[src/rtl/refsel_pkg.sv]
package refsel_pkg;
  localparam int unsigned CAND_NUM = 5;
  localparam int unsigned PRIO_W   = 4;
  localparam int unsigned IDX_W    = 4;
  localparam int unsigned RANK_NUM = 3;
endpackage

[src/rtl/refsel_rank.sv]
// Combinational ordering of usable candidates: a candidate's position is the
// number of usable candidates that beat it (lower priority, or equal priority
// at a lower index).
module refsel_rank #(
  parameter int unsigned N  = 5,
  parameter int unsigned PW = 4,
  parameter int unsigned IW = 4,
  parameter int unsigned NR = 3
) (
  input  logic [N-1:0]     usable,
  input  logic [N*PW-1:0]  prio,
  output logic [NR*IW-1:0] rank_idx
);
  localparam int unsigned CW = $clog2(N + 1);

  logic [CW-1:0] beat_cnt [N];

  always_comb begin
    for (int i = 0; i < N; i++) begin
      beat_cnt[i] = '0;
      for (int j = 0; j < N; j++) begin
        if (j != i && usable[j]) begin
          if ((prio[j*PW +: PW] < prio[i*PW +: PW]) ||
              ((prio[j*PW +: PW] == prio[i*PW +: PW]) && (j < i))) begin
            beat_cnt[i] = beat_cnt[i] + 1'b1;
          end
        end
      end
    end
  end

  generate
    for (genvar k = 0; k < NR; k++) begin : g_pos
      always_comb begin
        rank_idx[k*IW +: IW] = '0;
        for (int i = 0; i < N; i++) begin
          if (usable[i] && (beat_cnt[i] == CW'(k))) begin
            rank_idx[k*IW +: IW] = IW'(i + 1);
          end
        end
      end
    end
  endgenerate
endmodule

[src/rtl/refsel_hold.sv]
// Selection register with revertive / non-revertive policy.
module refsel_hold #(
  parameter int unsigned N  = 5,
  parameter int unsigned IW = 4
) (
  input  logic          clk,
  input  logic          rst_n,
  input  logic          revert,
  input  logic [N-1:0]  usable,
  input  logic [IW-1:0] best,
  output logic [IW-1:0] sel_q
);
  logic          cur_ok;
  logic [IW-1:0] sel_d;
  logic          sel_en;

  always_comb begin
    cur_ok = 1'b0;
    for (int i = 0; i < N; i++) begin
      if (sel_q == IW'(i + 1)) begin
        cur_ok = usable[i];
      end
    end
  end

  always_comb begin
    if (!revert && cur_ok) begin
      sel_d = sel_q;
    end else begin
      sel_d = best;
    end
    sel_en = (sel_d != sel_q);
  end

  always_ff @(posedge clk or negedge rst_n) begin
    if (!rst_n) begin
      sel_q <= '0;
    end else if (sel_en) begin
      sel_q <= sel_d;
    end
  end
endmodule

[src/rtl/refsel_loss.sv]
// Sticky "all candidates lost" flag with gated interrupt.
module refsel_loss (
  input  logic clk,
  input  logic rst_n,
  input  logic any_usable,
  input  logic clr,
  input  logic irq_en,
  output logic lost_q,
  output logic irq
);
  logic had_q;
  logic lost_d;
  logic had_en;
  logic lost_en;

  always_comb begin
    if (had_q && !any_usable) begin
      lost_d = 1'b1;
    end else if (clr) begin
      lost_d = 1'b0;
    end else begin
      lost_d = lost_q;
    end
    lost_en = (lost_d != lost_q);
    had_en  = (had_q != any_usable);
  end

  always_ff @(posedge clk or negedge rst_n) begin
    if (!rst_n) begin
      lost_q <= 1'b0;
    end else if (lost_en) begin
      lost_q <= lost_d;
    end
  end

  always_ff @(posedge clk or negedge rst_n) begin
    if (!rst_n) begin
      had_q <= 1'b0;
    end else if (had_en) begin
      had_q <= any_usable;
    end
  end

  assign irq = lost_q & irq_en;
endmodule

[src/rtl/refsel_top.sv]
module refsel_top #(
  parameter int unsigned N  = refsel_pkg::CAND_NUM,
  parameter int unsigned PW = refsel_pkg::PRIO_W,
  parameter int unsigned IW = refsel_pkg::IDX_W
) (
  input  logic          clk,
  input  logic          rst_n,
  input  logic [N-1:0]  qual_i,
  input  logic [N*PW-1:0] prio_i,
  input  logic          revert_i,
  input  logic          irq_en_i,
  input  logic          lost_clr_i,
  output logic [IW-1:0] sel_o,
  output logic [IW-1:0] rank1_o,
  output logic [IW-1:0] rank2_o,
  output logic [IW-1:0] rank3_o,
  output logic          lost_o,
  output logic          irq_o
);
  localparam int unsigned NR = refsel_pkg::RANK_NUM;

  logic [N-1:0]     usable;
  logic [NR*IW-1:0] rank_d;
  logic [NR*IW-1:0] rank_q;
  logic             rank_en;

  generate
    for (genvar i = 0; i < N; i++) begin : g_use
      assign usable[i] = qual_i[i] & (prio_i[i*PW +: PW] != '0);
    end
  endgenerate

  refsel_rank #(.N(N), .PW(PW), .IW(IW), .NR(NR)) u_rank (
    .usable   (usable),
    .prio     (prio_i),
    .rank_idx (rank_d)
  );

  assign rank_en = (rank_d != rank_q);

  always_ff @(posedge clk or negedge rst_n) begin
    if (!rst_n) begin
      rank_q <= '0;
    end else if (rank_en) begin
      rank_q <= rank_d;
    end
  end

  refsel_hold #(.N(N), .IW(IW)) u_hold (
    .clk    (clk),
    .rst_n  (rst_n),
    .revert (revert_i),
    .usable (usable),
    .best   (rank_d[IW-1:0]),
    .sel_q  (sel_o)
  );

  refsel_loss u_loss (
    .clk        (clk),
    .rst_n      (rst_n),
    .any_usable (|usable),
    .clr        (lost_clr_i),
    .irq_en     (irq_en_i),
    .lost_q     (lost_o),
    .irq        (irq_o)
  );

  assign rank1_o = rank_q[0*IW +: IW];
  assign rank2_o = rank_q[1*IW +: IW];
  assign rank3_o = rank_q[2*IW +: IW];
endmodule

[config.mk]
export PLATFORM = sky130hd
export DESIGN_NAME = refsel_top
export DESIGN_NICKNAME = d
export VERILOG_FILES = /design/src/rtl/refsel_pkg.sv /design/src/rtl/refsel_rank.sv /design/src/rtl/refsel_hold.sv /design/src/rtl/refsel_loss.sv /design/src/rtl/refsel_top.sv
export SDC_FILE = /design/constraint.sdc
export NUM_CORES = 1
export LEC_CHECK = 0
export ABC_AREA = 1
export BUFFER_PORTS_ARGS = -buffer_cell sky130_fd_sc_hd__buf_2
export CORE_AREA = 8 8 96 98
export DETAILED_ROUTE_END_ITERATION = 10
export DIE_AREA = 0 0 104 106
export GPL_TIMING_DRIVEN = 0
export PLACE_DENSITY = 0.6
export RECOVER_POWER = 25
export SYNTH_ARGS = -nofsm -noshare
export SYNTH_HDL_FRONTEND = slang
export SYNTH_HIERARCHICAL = 1
export SYNTH_SLANG_ARGS = --single-unit
[constraint.sdc]
create_clock -name clk -period 1 [get_ports clk]
set_clock_uncertainty 0.05 [all_clocks]
set_input_delay 0.15 -clock clk [delete_from_list [all_inputs] [get_ports clk]]
set_output_delay 0.15 -clock clk [all_outputs]
set_load 0.005 [all_outputs]
==> metrics <==
outcome finished, violations left; violated checks negative setup slack; Worst-Skew Late Latency 0.25 ns; Mean Syn Cell Area 6.164 µm²; R2R Path End u_hold/sel_q[0]; gr ovfl total 0; Slowest cell on crit path ha_1; WP data required 1.09 ns; Setup crit end kind register; vias per cell 4.813; GRT Overall Usage 15.29%; initial antenna violation count 0; routed len/inst 12.50 µm; Num CTS Buffers 3; Critical path buffers and inverters 2; Gate Count Post-Synth 501; synthesized area 3088 µm²; Synth Area in Simple Gates 42.83%; vias in the first global route 3,316; DP Area 3709 µm²; initial drt markers 147; ANT nets after route 0; NumNets Final 693; fraction of layout cells with a size suffix above 1 48.84%; Die W 104 µm; largest family of logic cells by synthesized area simple AND/OR/NAND/NOR gates; Synth Warn # 6; gpl congestion 0.8441; Hold Crit Endpoint u_loss/lost_q; drt pass-1 iters 4; top cell type's share of synthesized area 22.69%; CTS max path bufs 2; Peak VDD IR 0.4374 mV; Core ar. 7845 µm²; adder-cell share of the synthesized area 22.69%; setup repair after global routing missed its margin yes; largest net degree at the start of global routing 19; period utilization 281.1%; I/O Buffers 47; commonest cells after routing, fill and taps aside nand2_1, nand2_2, buf_4, inv_1, buf_2; CTS tree built; post-synthesis mux area share 0%; R2R cell count 5; Inst Count DP 655; ant diodes 0; Pwr per Cell Area 1034 nW/µm²; most common cell after layout, fill and taps aside nand2_1; largest stage delay on the critical path 0.31 ns; Synth area leader ha_1; Die Y-Extent 106 µm; clock-pin slew of the registers on the worst-case setup and hold paths 0.07 ns; count of cell types in the netlist 32; Rows 33; DRC viols 0; Initial Util 39.36%; Crit Reg-Reg Startpoint u_hold/sel_q[3]; Setup CP Type primary input to register; Post-Layout Cell Count 711; Pleak 2.517 nW; post-synthesis sequential area ratio 14.59%; FMAX 355.8 MHz; Design Power 4.907 mW; first-pass GRT wire length 14,510 µm; synth-to-layout area growth 53.69%; Slew Limit Fails 0; HP Start lost_clr_i; post-synthesis compound-gate area fraction 6.645%; Critical Path Most Common Cell nand2_2; routed vias 3,422; CTS H-Tree Depth 1; final count of negative-setup-slack endpoints 17; MaxCap Viol Count 0; minimum clock period 2.811 ns; total negative slack -21.18 ns; crit start category primary input; Hold Crit Class primary input to register; Sink Count 18; Post-DP HPWL 6774 µm; root buf cell clkbuf_8; PnR worst setup slack -1.811 ns; I/O Pins 48; routed wire length 8891 µm; Top Family by Delay on Critical Path simple AND/OR/NAND/NOR gates; fin area 4746 µm²; endpoints failing hold 0; hold path depth 4; CP max FO 5; dpl ws -2.323 ns; post-synthesis xor/xnor area fraction 0%; synth top area cells ha_1, nand2_1, dfrtp_1, inv_1, nand3_1; Synth Register Bits 18; flop-to-flop setup slack -0.15 ns; CP arrival 2.90 ns; die area 11,020 µm²
-- per-layer routing --
layer / vias up / global-route usage, % / routed length [µm]
met5: - / 0 / 0
met4: 0 / 2.999 / 74
met3: 8 / 1.936 / 344
met2: 61 / 29.47 / 4712
met1: 1571 / 17.60 / 3761
li1: 1782 / - / -
-- cells in the mapped netlist (all sizes together) --
library cell and instances:
nand3 49, a32oi 1, nand2 188, o211ai 1, and2 3, dfrtp 18, a21oi 19, o21ai 8
clkbuf 12, nand4 12, conb 1, clkinv 1, inv 84, nor2 35, a21boi 2, ha 56
buf 6, o21bai 1, or2 4
-- power breakdown --
part           switching (mW)  total (mW)  internal [mW]
sequential              0.112        1.02          0.911
combinational            1.81        3.32           1.51
clock                   0.215       0.563          0.348
total                    2.14        4.91           2.77
-- cell type report --
cell class | instances | area, µm²
timing repair buffer | 102 | 808.3
fill | 702 | 3099
tap | 105 | 131.4
multi-input combinational | 382 | 2868
clock buffer | 4 | 55.05
sequential | 18 | 450.4
inverter | 85 | 356.6
buffer | 15 | 76.32
-- worst reg2reg max path, delay by kind of cell (launching register included) --
family	cells	cell delay (ns)
flip-flops	1	0.37
AO/OA/AOI/OAI	1	0.21
AND/OR/NAND/NOR	3	0.40
buffers and inverters	1	0.06
-- registers in the layout, indices dropped and copies added, names as in the netlist --
| name | flops |
|---|---|
| rank_q | 12 |
| u_loss/lost_q | 1 |
| u_loss/had_q | 1 |
| u_hold/sel_q | 4 |
-- through the flow --
| stage | utilization [%] | hold WS, ns |
|---|---|---|
| after floorplan | - | -0.1956 |
| after global placement | 47.27 | 0.04053 |
| after detailed placement | 47.27 | 0.04254 |
| after CTS | 54.59 | 0.07492 |
| after global routing | 60.49 | 0.1193 |
| final | 60.49 | 0.1005 |
-- how the worst max path moves through the flow --
stage / depth (start not counted) / end / from
final: 25 / u_hold/sel_q[0] / prio_i[3]
after global placement: 25 / u_hold/sel_q[0] / prio_i[9]
after global routing: 27 / u_hold/sel_q[0] / prio_i[0]
after floorplan: 25 / u_hold/sel_q[0] / prio_i[7]
after CTS: 25 / u_hold/sel_q[0] / prio_i[9]
after detailed placement: 25 / u_hold/sel_q[0] / prio_i[9]
-- kinds of logic (layout without fill, tap and decap cells) --
kind of cell / count (synthesis) / in the layout
and+or+nand+nor: 291 / 291
buffers and inverters: 103 / 206
adders and majority gates: 56 / 56
AOI/OAI and AO/OA: 32 / 32
DFF: 18 / 18
other: 1 / 3
-- what timing repair did --
item | 4_1_cts | 5_1_grt
pin swaps | 34 | 47
gates resized for setup | 70 | 85
setup buffers | 34 | 21
endpoints found under the setup margin | 18 | 19
hold buffers | 1 | 0
endpoints found under the hold margin | 18 | 0
(Power assumes the default switching activity.)
